[config.mk]
export PLATFORM = sky130hd
export DESIGN_NAME = slide_sad8
export DESIGN_NICKNAME = d
export VERILOG_FILES = /design/src/rtl/slide_sad_pkg.sv /design/src/rtl/ssad_window_sel.sv /design/src/rtl/ssad_lane.sv /design/src/rtl/ssad_out_reg.sv /design/src/rtl/slide_sad8.sv
export SDC_FILE = /design/constraint.sdc
export NUM_CORES = 2
export LEC_CHECK = 0
export BUFFER_PORTS_ARGS = -buffer_cell sky130_fd_sc_hd__clkbuf_2
export CORE_ASPECT_RATIO = 1.4
export CORE_MARGIN = 4
export CORE_UTILIZATION = 45
export DETAILED_ROUTE_END_ITERATION = 7
export GPL_TIMING_DRIVEN = 1
export SETUP_SLACK_MARGIN = 0.05
export SLEW_MARGIN = 20
export SYNTH_ARGS = -nofsm -noshare
export SYNTH_HDL_FRONTEND = slang
export SYNTH_SLANG_ARGS = --single-unit
export TNS_END_PERCENT = 5
[constraint.sdc]
create_clock -name clk -period 9.3 [get_ports clk]
set_input_delay 1.395 -clock clk [delete_from_list [all_inputs] [get_ports clk]]
set_output_delay 1.395 -clock clk [all_outputs]
set_load 0.01 [all_outputs]
[src/rtl/slide_sad_pkg.sv]
package slide_sad_pkg;
  localparam int PIX_W   = 8;
  localparam int NPIX    = 16;
  localparam int REF_LEN = 4;
  localparam int NSUMS   = 8;
  localparam int SUM_W   = 16;
  localparam int MODE_W  = 8;

  typedef logic [PIX_W-1:0] pix_t;

  // unsigned magnitude of the difference of two pixels
  function automatic pix_t abs_diff(input pix_t a, input pix_t b);
    return (a > b) ? pix_t'(a - b) : pix_t'(b - a);
  endfunction

  // widen a pixel into a sum lane
  function automatic logic [SUM_W-1:0] widen(input pix_t p);
    return {{(SUM_W-PIX_W){1'b0}}, p};
  endfunction
endpackage

[src/rtl/ssad_window_sel.sv]
module ssad_window_sel
  import slide_sad_pkg::*;
#(
  parameter int P_PIX_W   = PIX_W,
  parameter int P_NPIX    = NPIX,
  parameter int P_REF_LEN = REF_LEN,
  parameter int P_NSUMS   = NSUMS,
  localparam int DATA_W   = P_PIX_W * P_NPIX,
  localparam int SPAN     = P_NSUMS + P_REF_LEN - 1,
  localparam int OFF_W    = $clog2(P_NPIX) + 1
) (
  input  logic [DATA_W-1:0]            ref_vec,
  input  logic [DATA_W-1:0]            srch_vec,
  input  logic [1:0]                   tmpl_sel,
  input  logic                         base_sel,
  output logic [P_REF_LEN*P_PIX_W-1:0] tmpl_win,
  output logic [SPAN*P_PIX_W-1:0]      srch_win,
  output logic [OFF_W-1:0]             tmpl_off,
  output logic [OFF_W-1:0]             srch_off
);
  // the template offset steps in whole template widths
  assign tmpl_off = OFF_W'(int'(tmpl_sel) * P_REF_LEN);

  // the search base is either zero or one template width
  assign srch_off = base_sel ? OFF_W'(P_REF_LEN) : '0;

  for (genvar j = 0; j < P_REF_LEN; j++) begin : g_tmpl
    assign tmpl_win[j*P_PIX_W +: P_PIX_W] =
      ref_vec[(int'(tmpl_off) + j) * P_PIX_W +: P_PIX_W];
  end

  for (genvar i = 0; i < SPAN; i++) begin : g_srch
    assign srch_win[i*P_PIX_W +: P_PIX_W] =
      srch_vec[(int'(srch_off) + i) * P_PIX_W +: P_PIX_W];
  end
endmodule

[src/rtl/ssad_lane.sv]
module ssad_lane
  import slide_sad_pkg::*;
#(
  parameter int P_PIX_W   = PIX_W,
  parameter int P_REF_LEN = REF_LEN,
  parameter int P_SUM_W   = SUM_W,
  localparam int WIN_W    = P_PIX_W * P_REF_LEN
) (
  input  logic [WIN_W-1:0]   tmpl,
  input  logic [WIN_W-1:0]   seg,
  output logic [P_SUM_W-1:0] sum
);
  // one named magnitude per pixel pair
  logic [P_PIX_W-1:0] mag_w [P_REF_LEN];

  for (genvar j = 0; j < P_REF_LEN; j++) begin : g_mag
    assign mag_w[j] = abs_diff(tmpl[j*P_PIX_W +: P_PIX_W], seg[j*P_PIX_W +: P_PIX_W]);
  end

  always_comb begin
    sum = '0;
    for (int j = 0; j < P_REF_LEN; j++) begin
      sum = sum + P_SUM_W'(widen(mag_w[j]));
    end
  end
endmodule

[src/rtl/ssad_out_reg.sv]
module ssad_out_reg #(
  parameter int W = 128
) (
  input  logic         clk,
  input  logic         rst,
  input  logic         load,
  input  logic [W-1:0] d,
  output logic         q_valid,
  output logic [W-1:0] q
);
  always_ff @(posedge clk) begin
    if (rst) begin
      q_valid <= 1'b0;
      q       <= '0;
    end else begin
      q_valid <= load;
      if (load) q <= d;
    end
  end


  valid_rise_chk: assert property (@(posedge clk) disable iff (rst)
    load |=> q_valid);


  valid_idle_chk: assert property (@(posedge clk) disable iff (rst)
    !load |=> !q_valid);


  hold_chk: assert property (@(posedge clk) disable iff (rst)
    !load |=> $stable(q));


  reset_clear_chk: assert property (@(posedge clk)
    rst |=> (!q_valid && q == '0));
endmodule

[src/rtl/slide_sad8.sv]
module slide_sad8
  import slide_sad_pkg::*;
#(
  parameter int P_PIX_W   = PIX_W,
  parameter int P_NPIX    = NPIX,
  parameter int P_REF_LEN = REF_LEN,
  parameter int P_NSUMS   = NSUMS,
  parameter int P_SUM_W   = SUM_W,
  parameter int P_MODE_W  = MODE_W,
  localparam int DATA_W   = P_PIX_W * P_NPIX,
  localparam int OUT_W    = P_SUM_W * P_NSUMS,
  localparam int SPAN     = P_NSUMS + P_REF_LEN - 1,
  localparam int WIN_W    = P_PIX_W * P_REF_LEN,
  localparam int OFF_W    = $clog2(P_NPIX) + 1,
  localparam int LANE_MAX = P_REF_LEN * ((1 << P_PIX_W) - 1)
) (
  input  logic                clk,
  input  logic                rst,
  input  logic                in_valid,
  input  logic [DATA_W-1:0]   ref_a,
  input  logic [DATA_W-1:0]   srch_b,
  input  logic [P_MODE_W-1:0] mode,
  output logic                out_valid,
  output logic [OUT_W-1:0]    out_sums
);
  // mode decode: bits above 2 take no part
  logic [1:0] tmpl_sel_w;
  logic       base_sel_w;
  assign tmpl_sel_w = mode[1:0];
  assign base_sel_w = mode[2];

  logic [WIN_W-1:0]        tmpl_win_w;
  logic [SPAN*P_PIX_W-1:0] srch_win_w;
  logic [OFF_W-1:0]        tmpl_off_w;
  logic [OFF_W-1:0]        srch_off_w;
  logic [OUT_W-1:0]        lane_sums_w;

  ssad_window_sel #(
    .P_PIX_W  (P_PIX_W),
    .P_NPIX   (P_NPIX),
    .P_REF_LEN(P_REF_LEN),
    .P_NSUMS  (P_NSUMS)
  ) u_sel (
    .ref_vec (ref_a),
    .srch_vec(srch_b),
    .tmpl_sel(tmpl_sel_w),
    .base_sel(base_sel_w),
    .tmpl_win(tmpl_win_w),
    .srch_win(srch_win_w),
    .tmpl_off(tmpl_off_w),
    .srch_off(srch_off_w)
  );

  for (genvar k = 0; k < P_NSUMS; k++) begin : g_lane
    ssad_lane #(
      .P_PIX_W  (P_PIX_W),
      .P_REF_LEN(P_REF_LEN),
      .P_SUM_W  (P_SUM_W)
    ) u_lane (
      .tmpl(tmpl_win_w),
      .seg (srch_win_w[k*P_PIX_W +: WIN_W]),
      .sum (lane_sums_w[k*P_SUM_W +: P_SUM_W])
    );
  end

  ssad_out_reg #(.W(OUT_W)) u_out (
    .clk    (clk),
    .rst    (rst),
    .load   (in_valid),
    .d      (lane_sums_w),
    .q_valid(out_valid),
    .q      (out_sums)
  );


  srch_range_chk: assert property (@(posedge clk) disable iff (rst)
    (int'(srch_off_w) + SPAN) <= P_NPIX);


  tmpl_range_chk: assert property (@(posedge clk) disable iff (rst)
    (int'(tmpl_off_w) + P_REF_LEN) <= P_NPIX);


  capture_chk: assert property (@(posedge clk) disable iff (rst)
    in_valid |=> (out_sums == $past(lane_sums_w)));

  for (genvar k = 0; k < P_NSUMS; k++) begin : g_bound

    lane_bound_chk: assert property (@(posedge clk) disable iff (rst)
      int'(out_sums[k*P_SUM_W +: P_SUM_W]) <= LANE_MAX);
  end
endmodule

---- After elaboration in Yosys (flattened, before gate mapping) ----
Cells that the tools add are included.
storage, ports and cells
  bits in writable memories ............... 0
  output and inout port bits .............. 129
  bits in registers ....................... 129
  input port bits ......................... 267
  memories kept ........................... 0
  logic and storage cells ................. 183
  bits in read-only memories .............. 0
  latch bits .............................. 0
operators by class
  shift operators ......................... 15
  $mul .................................... 0
  multiplexer cells ....................... 33
  bitwise operators ....................... 0
  div/mod/pow operators ................... 0
  equal/unequal tests ..................... 0
  $add $sub $neg .......................... 101
  $lt $le $gt $ge ......................... 32
  reduce and logical (&&, ||, !) cells .... 0
operators with widths
  operator                                                       number
  128-bit by 32-bit variable part select with 8-bit output       13
  8-bit subtractor                                               64
  16-bit by 8-bit adder with 16-bit output                       16
  8-bit greater-than comparator                                  32
  8-bit 2-to-1 mux                                               32
  128-bit by 8-bit variable part select with 8-bit output        1
  128-bit by 9-bit variable part select with 8-bit output        1
  8-bit by 8-bit adder with 9-bit output                         8
  5-bit by 3-bit adder with 6-bit output, second input constant  4
  5-bit by 4-bit adder with 6-bit output, second input constant  3
  5-bit by 2-bit adder with 6-bit output, second input constant  2
  4-bit by 2-bit adder with 5-bit output, second input constant  2
  5-bit by 1-bit adder with 6-bit output, second input constant  1
  4-bit by 1-bit adder with 5-bit output, second input constant  1
  3-bit 2-to-1 mux                                               1

---- Longest topological paths before layout ----
  depth in word-level cells ............... 8
  depth in mapped cells ................... 27
  depth with buffers taken out ............ 25

---- Modules after synthesis ----
From an unflattened synthesis, not the netlist that was laid out.
unflattened totals
  cell total of the unflattened synthesis .. 4343
  area, all modules ....................... 35594.1 µm²
modules (own cells, without submodules)
  module                             area an instance (µm²)  times used  cells each
  ssad_lane at g_lane[4].u_lane ...  3664.8                  2           478
  ssad_out_reg                       4667.0                  1           415
  ssad_lane at g_lane[6].u_lane      4000.1                  1           550
  ssad_lane at g_lane[7].u_lane      3658.5                  1           471
  ssad_lane at g_lane[3].u_lane      3597.2                  1           477
  ssad_lane at g_lane[1].u_lane      3490.8                  1           442
  ssad_lane at g_lane[2].u_lane      3470.8                  1           442
  ssad_lane at g_lane[0].u_lane      3427.0                  1           442
  ssad_window_sel                    1953.1                  1           148

---- Worst setup path before layout ----
OpenSTA, ideal clock, no wires.
  path type ............................... input to register
  from .................................... input port mode[0]
  to ...................................... register u_out.q[88]
  required time ........................... 9172 ps
  buffers on the path ..................... 2
  slack ................................... 1965 ps
  data arrival time ....................... 7207 ps
  stages on the path ...................... 23
  library setup time ...................... 128 ps
  cell sequence ........................... clkbuf_1 > buf_2 > mux4_2 > inv_1 > ha_1 > and4_1 > nand2_1 > o21ai_1 > a21oi_2 > mux2i_1 > ha_1 > a21o_1 > a21oi_1 > o21ai_1 > o41ai_1 > xor2_1 > fa_1 > inv_1 > ha_1 > a211o_1 > o22ai_1 > xor2_1 > o21ai_1
on the way
  word-level cells in the longest chain between the ends .. 7
  elaborated cells between the ends (all ways) .. 26
RTL lines
  element                                                                   RTL line               text
  start: declaration                                                        slide_sad8.sv:22       input logic [P_MODE_W-1:0] mode,
  4-bit by 1-bit adder with 5-bit output                                    ssad_window_sel.sv:29  ref_vec[(int'(tmpl_off) + j) * P_PIX_W +: P_PIX_W];
  128-bit by 32-bit variable part select with 8-bit output                  ssad_window_sel.sv:29
  8-bit subtractor / 8-bit greater-than comparator (equally long branches)  slide_sad_pkg.sv:13    return (a > b) ? pix_t'(a - b) : pix_t'(b - a);
  8-bit 2-to-1 mux                                                          slide_sad_pkg.sv:13
  8-bit by 8-bit adder with 9-bit output                                    ssad_lane.sv:23        sum = sum + P_SUM_W'(widen(mag_w[j]));
  16-bit by 8-bit adder with 16-bit output                                  ssad_lane.sv:23
  16-bit by 8-bit adder with 16-bit output *                                ssad_lane.sv:23
  end signal: assignment                                                    ssad_out_reg.sv:14     q <= '0;
  end signal: assignment                                                    ssad_out_reg.sv:17     if (load) q <= d;
  end: declaration                                                          ssad_out_reg.sv:9      output logic [W-1:0] q
Mark *: on every way between the ends. The rest lies on a longest branch, timed or not.
A chain may end at the register's enable or synchronous reset.

---- Worst setup path in the final report ----
  from .................................... input port mode[0]
  to ...................................... register u_out.q[8]
The elaborated chain is that of the path after synthesis.

==> flow_metrics.env <==
export IMPL_status="finished, final reports clean"
export IMPL_mostFrequentLayoutCell="ha_1"
export IMPL_wl_um=124000
export IMPL_fillCellCount=6566
export IMPL_period_share_pct=86.3
export IMPL_syn_avg_cell_area_um2=8.57
export IMPL_worstSetupEndpointType="flip-flop"
export IMPL_min_path_type="reg2reg"
export IMPL_cap_violations=0
export IMPL_required_ps=9530
export IMPL_hold_viol_final=0
export IMPL_grt_use_met2_pct=55.0
export IMPL_synth_edf_count=0
export IMPL_clk_latency_ps=350
export IMPL_fin_util_pct=50.3
export IMPL_portBuffers=334
export IMPL_postCtsSetupBuffers=0
export IMPL_io_pins=396
export IMPL_cts_root_buf="clkbuf_16"
export IMPL_clock_tree_htree_level_count=3
export IMPL_die_y_um=312
export IMPL_antenna_found_initial=3
export IMPL_async_flop_share_pct=0
export IMPL_first_iter_violations=1995
export IMPL_fin_tns_setup_ps=0
export IMPL_ys_seq_elements=81
export IMPL_vias=27600
export IMPL_die_w_um=225
export IMPL_fin_area_um2=33000
export IMPL_skew_ps=0
export IMPL_slew_headroom_pct=21.6
export IMPL_use_met1_pct=41.9
export IMPL_grt_pass1_vias=27200
export IMPL_multi_input_area_um2=26400
export IMPL_place_area_um2=32700
export IMPL_top_usage_layer="met2"
export IMPL_synth_ff_type="dfxtp_1"
export IMPL_avgRoutedWirePerCell_um=26.6
export IMPL_r2r_end="u_out.q[9]"
export IMPL_max_freq_mhz=125
export IMPL_regToRegSetupSlack_ps=8450
export IMPL_crit_type="in2reg"
export IMPL_seqCellArea_um2=1620
export IMPL_ir_drop_mv=0.389
export IMPL_die_area_um2=70400
export IMPL_postCtsResizedCells=0
export IMPL_r2r_start="u_out.q[9]"
export IMPL_worstMarginPinSlew_ps=1140
export IMPL_cts_tree="built"
export IMPL_grt_util_met3_pct=4.42
export IMPL_antenna_left=0
export IMPL_cts_num_sinks=81
export IMPL_crit_chain="clkbuf_2 -> mux4_2 -> inv_1 -> ha_1 -> fa_1 -> clkinv_1 -> a21oi_1 -> o21ai_1 -> a21boi_4 -> mux2i_1 -> ha_1 -> a21o_1 -> a21oi_1 -> o21ai_1 -> o41ai_1 -> xor2_1 -> fa_1 -> inv_1 -> ha_1 -> a211o_1 -> o22a_1 -> xnor2_1 -> o21ai_1"
export IMPL_grt_overflow=0
export IMPL_start_util_pct=45.4
export IMPL_track_usage_pct=34.0
export IMPL_row_count=111
export IMPL_post_place_ws_ps=1020
export IMPL_numCtsBuffers=9
export IMPL_rsz0062_at_grt="no"
export IMPL_fin_crit_ps=8020
export IMPL_gp_congestion=1.02
export IMPL_fin_ws_ps=1280
export IMPL_syn_inst=3472
export IMPL_synth_area_um2=29800
export IMPL_critPathSlowestCell="mux4_2"
export IMPL_path_clk_slew_ps=60
export IMPL_critPathLaunchType="input pin"
export IMPL_worst_r2r_cell_count=4
export IMPL_power_leakage_nw=16.8
export IMPL_critPathMaxStageDelay_ps=840
export IMPL_worstPathMaxFanout=10
export IMPL_design_core_area_um2=65600
export IMPL_slew_violations=0
export IMPL_ys_warn_count=0
export IMPL_p_per_area_nw_per_um2=434
export IMPL_grt_pass1_wl_um=178000
export IMPL_cts_buffer_depth=2
export IMPL_nNetsFinal=4857
export IMPL_arrival_ps=8250
export IMPL_grt_max_degree=59
export IMPL_route_detailed_drc=0
export IMPL_area_growth_pct=10.8
export IMPL_cp_startpoint="mode[0]"
export IMPL_ys_types=72
export IMPL_ctsHoldBuffers=0
export IMPL_synth_seq_area_share_pct=5.45
export IMPL_setup_viol_count_final=0
export IMPL_post_dp_hpwl_um=102000
export IMPL_final_cell_mix="ha_1, clkbuf_2, inv_1"
export IMPL_vias_per_cell=5.90
export IMPL_endpoint="u_out.q[8]"
export IMPL_drive_above_1_share_pct=13.8
export IMPL_drtPass1Iterations=5
through the flow:
step | std cells | hold WS [ps] | total power, mW
2_1_floorplan | 3519 | 470 | 9.90
3_3_place_gp | 4669 | 434 | 13.7
3_5_place_dp | 4669 | 440 | 13.7
4_1_cts | 4685 | 449 | 14.2
5_1_grt | 4685 | 466 | 15.7
6_report | 4686 | 444 | 14.3
worst min path at each step:
stage | startpoint | to | slack (ps) | cells past startpoint
finish | u_out.q[55] | u_out.q[55] | 440 | 2
global route | u_out.q[118] | u_out.q[118] | 470 | 2
CTS | u_out.q[55] | u_out.q[55] | 450 | 2
detailed placement | u_out.q[55] | u_out.q[55] | 440 | 2
global placement | u_out.q[39] | u_out.q[39] | 430 | 2
floorplan | u_out.q[8] | u_out.q[8] | 470 | 2
area by class of cell:
| cell class | instances | share of cell area, % |
|---|---|---|
| multi-input combinational | 2981 | 80.0 |
| timing repair buffer | 419 | 7.10 |
| sequential | 81 | 4.92 |
| inverter | 341 | 3.90 |
| tap | 847 | 3.21 |
| clock buffer | 9 | 0.683 |
| clock inverter | 7 | 0.167 |
| antenna | 1 | 0.00759 |
metal layers:
layer | share of wire, % | wire [um] | up-vias
li1 | - | - | 12900
met1 | 39 | 49100 | 13100
met2 | 45 | 55700 | 1272
met3 | 6.9 | 8560 | 373
met4 | 8.9 | 11000 | 4
met5 | 0.024 | 30 | -
flip-flops by register name (all words and copies together) (netlist names):
| name | count |
|---|---|
| u_out.q | 80 |
| u_out.q_valid | 1 |
Yosys cell counts (all sizes together), types with 32 or more instances:
cell type    n  area, um^2
ha         613        7670
inv        329        1230
a21oi      315        1750
mux2i      288        2880
o21ai      217        1180
xnor2      145        1270
fa         144        2880
xor2       137        1200
nor2       134         503
nand2      132         495
nor2b      112         708
a21o       103         773
buf         81         513
dfxtp       81        1620
nand2b      80         500
a21boi      65         499
a31oi       61         382
mux2        38         432
clkbuf      35         131
mux4        32         721
worst max-delay path, delay by kind of cell:
family,cells,cell delay [ps]
xor gates and xnor gates,2,730
buffers and inverters,4,1100
adders and majority gates,5,1690
muxes,2,1270
AOI/OAI and AO/OA,10,2030
kinds of logic (layout without fill, tap and decap cells):
group,after synthesis,count (layout),synth area share (%)
muxes,358,358,13.6
AOI/OAI and AO/OA,921,921,19.9
other,1,49,0.0126
DFF,81,81,5.45
and+or+nand+nor,615,615,10.9
buffers and inverters,457,776,6.49
xor gates and xnor gates,282,282,8.30
adders and majority gates,757,757,35.5
report_power, final:
| part | switching (mW) | internal, mW |
|---|---|---|
| sequential | 0.0594 | 0.502 |
| clock | 0.165 | 0.183 |
| combinational | 8.00 | 5.39 |
| total | 8.23 | 6.07 |
Note: power is estimated with default switching activity, not from simulation.
